[config.mk]
export PLATFORM = sky130hd
export DESIGN_NAME = clk_frame_gen
export DESIGN_NICKNAME = d
export VERILOG_FILES = /design/src/rtl/clkdiv_pkg.sv /design/src/rtl/cdiv_fixed.sv /design/src/rtl/cdiv_sel.sv /design/src/rtl/cdiv_frame.sv /design/src/rtl/clk_frame_gen.sv
export SDC_FILE = /design/constraint.sdc
export NUM_CORES = 1
export LEC_CHECK = 0
export BUFFER_PORTS_ARGS = -buffer_cell sky130_fd_sc_hd__clkbuf_2
export CELL_PAD_IN_SITES_DETAIL_PLACEMENT = 1
export CELL_PAD_IN_SITES_GLOBAL_PLACEMENT = 2
export CORE_MARGIN = 2
export CORE_UTILIZATION = 41
export CTS_CLUSTER_DIAMETER = 40
export DETAILED_ROUTE_END_ITERATION = 6
export PLACE_DENSITY_LB_ADDON = 0.1
export SLEW_MARGIN = 15
export SYNTH_ARGS = -nofsm -noshare
export SYNTH_HDL_FRONTEND = slang
export SYNTH_SLANG_ARGS = --single-unit
[constraint.sdc]
create_clock -name clk_i -period 4.9 [get_ports clk_i]
set_input_delay 0 -clock clk_i [delete_from_list [all_inputs] [get_ports clk_i]]
set_output_delay 0 -clock clk_i [all_outputs]
set_load 0.01 [all_outputs]
[src/rtl/clkdiv_pkg.sv]
package clkdiv_pkg;

  typedef enum logic {
    CORE_DIRECT = 1'b0,
    CORE_HALVED = 1'b1
  } core_mode_e;

  localparam int unsigned DEF_FRAME_ORDER = 7;

  // sequence order for a preset frame code, 0 for user length
  function automatic int unsigned prbs_order(input logic [3:0] code);
    case (code)
      4'd1:    return 7;
      4'd2:    return 9;
      4'd3:    return 10;
      4'd4:    return 11;
      4'd5:    return 13;
      4'd6:    return 15;
      4'd7:    return 20;
      4'd8:    return 23;
      4'd9:    return 31;
      default: return 0;
    endcase
  endfunction

endpackage

[src/rtl/cdiv_fixed.sv]
module cdiv_fixed
  import clkdiv_pkg::*;
(
  input  logic clk_i,
  input  logic rst_ni,
  input  logic srst_i,
  input  logic full_mode_i,
  output logic ref_en_o,
  output logic core_en_o,
  output logic div2_o,
  output logic div4_o
);

  logic [1:0] cnt_q;
  core_mode_e mode_q;
  logic       ref_q;

  always_ff @(posedge clk_i or negedge rst_ni) begin
    if (!rst_ni) begin
      cnt_q  <= '0;
      mode_q <= CORE_DIRECT;
      ref_q  <= 1'b0;
    end else begin
      ref_q <= 1'b1;
      if (srst_i) begin
        cnt_q  <= '0;
        mode_q <= core_mode_e'(full_mode_i);
      end else begin
        cnt_q <= cnt_q + 2'd1;
        // mode switches only at the end of a core cycle pair
        if (cnt_q[0]) mode_q <= core_mode_e'(full_mode_i);
      end
    end
  end

  assign ref_en_o  = ref_q;
  assign div2_o    = ~cnt_q[0];
  assign div4_o    = ~cnt_q[1];
  assign core_en_o = (mode_q == CORE_HALVED) ? ~cnt_q[0] : 1'b1;

  assert_core_alt_R5: assert property (@(posedge clk_i) disable iff (!rst_ni || srst_i)
    (mode_q == CORE_HALVED && core_en_o) |=> !core_en_o);

  assert_div4_on_div2_R3: assert property (@(posedge clk_i) disable iff (!rst_ni)
    !$stable(div4_o) |-> div2_o);

  assert_div2_toggle_R2: assert property (@(posedge clk_i) disable iff (!rst_ni || srst_i)
    !div2_o |=> div2_o);

endmodule

[src/rtl/cdiv_sel.sv]
module cdiv_sel #(
  parameter int unsigned MIN_LOG = 2,
  parameter int unsigned MAX_LOG = 10,
  parameter int unsigned SEL_W   = 4
) (
  input  logic             clk_i,
  input  logic             rst_ni,
  input  logic             srst_i,
  input  logic [SEL_W-1:0] nsel_i,
  output logic             divn_o
);

  localparam int unsigned NCODES = MAX_LOG - MIN_LOG + 1;
  localparam int unsigned CW     = MAX_LOG;
  localparam logic [SEL_W-1:0] TOP_CODE = SEL_W'(NCODES - 1);

  logic [CW-1:0]     nc_q;
  logic [SEL_W-1:0]  code_q;
  logic [SEL_W-1:0]  code_req;
  logic [NCODES-1:0] term_v;
  logic [NCODES-1:0] hi_v;
  logic              term;

  assign code_req = (nsel_i > TOP_CODE) ? TOP_CODE : nsel_i;

  // one terminal-count and one phase tap per selectable ratio
  for (genvar k = 0; k < NCODES; k++) begin : g_ratio
    assign term_v[k] = &nc_q[k+MIN_LOG-1:0];
    assign hi_v[k]   = ~nc_q[k+MIN_LOG-1];
  end

  assign term   = term_v[code_q];
  assign divn_o = hi_v[code_q];

  always_ff @(posedge clk_i or negedge rst_ni) begin
    if (!rst_ni) begin
      nc_q   <= '0;
      code_q <= '0;
    end else if (srst_i || term) begin
      nc_q   <= '0;
      code_q <= code_req;
    end else begin
      nc_q <= nc_q + CW'(1);
    end
  end

  assert_hi_min_R7: assert property (@(posedge clk_i) disable iff (!rst_ni || srst_i)
    $rose(divn_o) |=> divn_o);

  assert_lo_min_R7: assert property (@(posedge clk_i) disable iff (!rst_ni || srst_i)
    $fell(divn_o) |=> !divn_o);

  assert_sel_load_R7: assert property (@(posedge clk_i) disable iff (!rst_ni)
    !$stable(code_q) |-> $past(term || srst_i));

  assert_code_range_R4: assert property (@(posedge clk_i) disable iff (!rst_ni)
    code_q <= TOP_CODE);

endmodule

[src/rtl/cdiv_frame.sv]
module cdiv_frame
  import clkdiv_pkg::*;
#(
  parameter int unsigned FW = 32
) (
  input  logic          clk_i,
  input  logic          rst_ni,
  input  logic          srst_i,
  input  logic [3:0]    frame_sel_i,
  input  logic [FW-1:0] frame_len_i,
  output logic          frame_o
);

  localparam logic [FW-1:0] DEF_PERIOD = (FW'(1) << DEF_FRAME_ORDER) - FW'(1);
  localparam logic [FW-1:0] MIN_PERIOD = FW'(2);

  logic [FW-1:0] fc_q;
  logic [FW-1:0] per_q;
  logic [FW-1:0] per_req;
  int unsigned   ord;
  logic          term;

  always_comb begin
    ord = prbs_order(frame_sel_i);
    if (ord != 0)                       per_req = (FW'(1) << ord) - FW'(1);
    else if (frame_len_i < MIN_PERIOD)  per_req = MIN_PERIOD;
    else                                per_req = frame_len_i;
  end

  assign term    = (fc_q == per_q - FW'(1));
  assign frame_o = (fc_q == '0);

  always_ff @(posedge clk_i or negedge rst_ni) begin
    if (!rst_ni) begin
      fc_q  <= '0;
      per_q <= DEF_PERIOD;
    end else if (srst_i || term) begin
      fc_q  <= '0;
      per_q <= per_req;
    end else begin
      fc_q <= fc_q + FW'(1);
    end
  end

  assert_pulse_single_R6: assert property (@(posedge clk_i) disable iff (!rst_ni || srst_i)
    frame_o |=> !frame_o);

  assert_period_min_R6: assert property (@(posedge clk_i) disable iff (!rst_ni)
    per_q >= MIN_PERIOD);

  assert_per_load_R8: assert property (@(posedge clk_i) disable iff (!rst_ni)
    !$stable(per_q) |-> $past(term || srst_i));

endmodule

[src/rtl/clk_frame_gen.sv]
module clk_frame_gen #(
  parameter int unsigned FRAME_W     = 32,
  parameter int unsigned DIV_MIN_LOG = 2,
  parameter int unsigned DIV_MAX_LOG = 10,
  parameter int unsigned SEL_W       = 4
) (
  input  logic               clk_i,
  input  logic               rst_ni,
  input  logic               srst_i,
  input  logic               full_mode_i,
  input  logic [SEL_W-1:0]   nsel_i,
  input  logic [3:0]         frame_sel_i,
  input  logic [FRAME_W-1:0] frame_len_i,
  output logic               ref_en_o,
  output logic               core_en_o,
  output logic               div2_o,
  output logic               div4_o,
  output logic               divn_o,
  output logic               frame_o
);

  cdiv_fixed i_fixed (
    .clk_i       (clk_i),
    .rst_ni      (rst_ni),
    .srst_i      (srst_i),
    .full_mode_i (full_mode_i),
    .ref_en_o    (ref_en_o),
    .core_en_o   (core_en_o),
    .div2_o      (div2_o),
    .div4_o      (div4_o)
  );

  cdiv_sel #(
    .MIN_LOG (DIV_MIN_LOG),
    .MAX_LOG (DIV_MAX_LOG),
    .SEL_W   (SEL_W)
  ) i_sel (
    .clk_i  (clk_i),
    .rst_ni (rst_ni),
    .srst_i (srst_i),
    .nsel_i (nsel_i),
    .divn_o (divn_o)
  );

  cdiv_frame #(
    .FW (FRAME_W)
  ) i_frame (
    .clk_i       (clk_i),
    .rst_ni      (rst_ni),
    .srst_i      (srst_i),
    .frame_sel_i (frame_sel_i),
    .frame_len_i (frame_len_i),
    .frame_o     (frame_o)
  );

  // selectable wave starts its period on a fixed-wave group boundary
  assert_align_R9: assert property (@(posedge clk_i) disable iff (!rst_ni)
    $rose(divn_o) |-> (div2_o && div4_o));

  assert_reset_phase_R9: assert property (@(posedge clk_i) disable iff (!rst_ni)
    $past(srst_i) |-> (div2_o && div4_o && divn_o && frame_o && core_en_o));

endmodule

==> key figures <==
Pwr
  • Cell-internal power: 0.00134 W
  • Part of the power in combinational logic: 22.3%
  • Worst VDD drop: 146 µV
  • Clock power frac: 34.4%
  • Sw Ratio: 31.8%
  • Sequential share of power: 43.3%
  • NetSw: 0.000624 W
  • P per Cell Area: 309 nW/µm²
  • P_leak: 2.73 nW

Global routing
  • Global-route total usage across every layer: 23.6%
  • Largest net degree at the start of global routing: 83
  • GRT overflow: 0
  • First-pass GRT wire length: 26900 µm
  • Initial antenna violation count: 0
  • Vias in the first global route: 5060

Setup path
  • CP Launch Type: flop
  • CP arrival: 4.42 ns
  • CP Data Required Time: 5.12 ns
  • Crit. End Element: flop
  • Max Fanout on Critical Path: 32
  • Type of the worst setup path: flop to flop

Route
  • DR top layer: met4
  • Drt drc: 0
  • Routed length per instance: 18.8 µm
  • Initial DRT Pass Iterations: 4
  • Initial DRC count: 275
  • Routed Antenna Nets: 0
  • Metal-1 WL: 7760 µm
  • Routed met3 length: 490 µm
  • Detail Route met2 WL: 7570 µm
  • DR vias/cell: 5.57
  • Vias: 4737
  • DRT Wirelength: 16000 µm

Hold path
  • Worst Hold Class: input port to flop

STA
  • Clock skew: 0.0104 ns
  • Achievable Freq: 238 MHz
  • Final Setup Violations: 0
  • Setup tns final: 0 ns
  • Final Slew Violations: 0
  • Worst slew pin tran: 0.773 ns
  • Post-route clock period utilization: 85.8%
  • Final hold violations: 0
  • Minimum clock period after layout: 4.21 ns
  • Relative slew slack: 48.4%
  • RSZ-0062 raised after global routing: false

Clocking
  • Clock latency on the worst-skew pair: 0.35 ns
  • Sink Count: 82
  • Root buf cell: clkbuf_16
  • Clk slew on worst S/H paths: 0.06 ns
  • TritonCTS clock tree: built
  • CTS max path bufs: 2
  • Total CTS buffers: 9
  • H-tree depth: 3
  • Postcts setup bufs: 0

Floorplan
  • Site Rows: 42
  • Die width: 121 µm
  • Die area: 14600 µm²
  • CORE AREA: 13300 µm²
  • Die H: 121 µm
  • Top Ports: 50
  • Initial Utilization: 42.1%

Placement
  • Port Buffers: 49
  • GP Congestion: 0.854
  • DP Cell Count: 822
  • Detailed placement HPWL: 12200 µm

Final layout
  • Commonest non-fill, non-tap cell in the layout: dfrtp_1
  • Area growth, synth to finish: 13.2%
  • Share of cells above drive strength 1: 13.8%
  • Nets@finish: 725
  • Commonest non-fill, non-tap cells in the layout: dfrtp_1 (75), nor2_1 (73), clkbuf_2 (48)
  • ANT cells: 0
  • Post-Layout Cell Count: 851

Yosys
  • Synth Warn #: 0
  • Count of different cell masters after synthesis: 65
  • Mapped Cells: 623
  • Cell area after synthesis: 5600 µm²
  • Register area share after synthesis: 36.8%
  • Post-Synthesis Net Count: 678
  • Post-synth EDFFs: 0
  • Synth Register Bits: 82
  • Syn avg cell area: 8.99 µm²
  • Main synth FF type: dfrtp_1
  • FFs w/ async S/R, synth: 100%

Run status
  • Outcome: complete, no violations

Run
  • Max-cap violations: 0
## through the flow
| step | hold WS (ns) | utilization, % | power (W) | worst slack (ns) | area, µm² |
|---|---|---|---|---|---|
| after global routing | 0.0342 | 47.7 | 0.00207 | 0.290 | 6340 |
| after detailed placement | 0.239 | 44.5 | 0.00129 | 0.715 | 5920 |
| after CTS | 0.00382 | 47.7 | 0.00198 | 0.660 | 6340 |
| after floorplan | -0.296 | - | 0.00113 | 1.74 | 5600 |
| after global placement | 0.234 | 44.5 | 0.00127 | 0.802 | 5920 |
| final | 0.0101 | 47.7 | 0.00196 | 0.694 | 6340 |
## cells in the mapped netlist, types with 10 or more instances
cell / number / share of area, %
a21oi_1: 22 / 2.0
and3_1: 15 / 1.7
clkbuf_1: 20 / 1.3
dfrtp_1: 75 / 33
ha_1: 11 / 2.5
inv_1: 34 / 2.3
mux2_1: 12 / 2.4
mux2_2: 10 / 2.0
mux2i_1: 19 / 3.4
nand2_1: 47 / 3.1
nand3_1: 18 / 1.6
nand4_1: 15 / 1.7
nor2_1: 73 / 4.9
nor3_1: 19 / 1.7
nor4_1: 17 / 1.9
o21ai_0: 21 / 1.9
xnor2_1: 41 / 6.4
xor2_1: 41 / 6.4
## worst paths after layout
| kind | start | end | slack, ns | cells after the start |
|---|---|---|---|---|
| max | i_frame.per_q[1]$_DFFE_PN1P_ | i_frame.fc_q[7]$_DFF_PN0_ | 0.69 | 11 |
| min | frame_len_i[2] | i_frame.per_q[2]$_DFFE_PN1P_ | 0.01 | 4 |
| max reg2reg | i_frame.per_q[1]$_DFFE_PN1P_ | i_frame.fc_q[7]$_DFF_PN0_ | 0.69 | 11 |
| min reg2reg | i_sel.nc_q[0]$_DFF_PN0_ | i_sel.nc_q[0]$_DFF_PN0_ | 0.48 | 1 |
| max in group asynchronous | rst_ni | i_frame.fc_q[19]$_DFF_PN0_ | 4.10 | 2 |
| min in group asynchronous | rst_ni | i_frame.fc_q[3]$_DFF_PN0_ | 0.26 | 2 |
## layout make-up
type | instances | area, µm²
multi-input cells | 478 | 3240
clock buffers | 12 | 236
well taps | 176 | 220
repair buffers | 65 | 404
fillers | 1589 | 6950
flip-flops and latches | 82 | 2060
clock inverters | 4 | 51.3
inverters | 34 | 128
## power by group through the flow
stage	clock network, W	logic [W]	registers (W)
6_report	0.000675	0.000437	0.000849
3_5_place_dp	0	0.000428	0.000861
3_3_place_gp	0	0.000416	0.000857
2_1_floorplan	0	0.000313	0.000819
4_1_cts	0.000690	0.000440	0.000850
5_1_grt	0.000716	0.000490	0.000863
## cells by family (layout without fill, tap and decap cells)
| logic type | after synthesis | in the layout | share of synthesized area [%] |
|---|---|---|---|
| buffers and inverters | 63 | 115 | 5.43 |
| XOR/XNOR | 82 | 82 | 12.8 |
| other | 1 | 1 | 0.0669 |
| AND/OR/NAND/NOR | 252 | 252 | 23.0 |
| flip-flops | 82 | 82 | 36.8 |
| adder cells (fa/ha/maj) | 11 | 11 | 2.46 |
| multiplexers | 44 | 44 | 9.02 |
| AO/OA/AOI/OAI | 88 | 88 | 10.4 |
## metal layers
layer  vias up  global-route usage, %
met5         -                      0
met4         0                   6.40
met3        15                   3.24
met2        59                   38.8
met1      2372                   32.5
li1       2291                      -
## flip-flops by register name, summed over array words and instances (netlist names)
| signal | count |
|---|---|
| i_sel.nc_q | 10 |
| i_fixed.mode_q | 1 |
| i_fixed.ref_en_o | 1 |
| i_sel.code_q | 4 |
| i_frame.fc_q | 32 |
| i_frame.per_q | 32 |
| i_fixed.cnt_q | 2 |
## timing repair
item                                   4_1_cts  5_1_grt
hold buffers                                13        0
resized for setup                            0        0
endpoints found under the hold margin       86        0
## critical path, cell delays in order, from the launching register on
cell and delay (ns):
dfstp_2 0.37, inv_1 0.09, ha_1 0.27, or3b_2 0.50
nor4_1 0.54, nand2_1 0.23, nor3_1 0.21, o21ai_0 0.12
a2111oi_2 0.45, a41o_2 0.74, buf_4 0.44, nor2_1 0.10
Power figures use the tool's default switching activity.
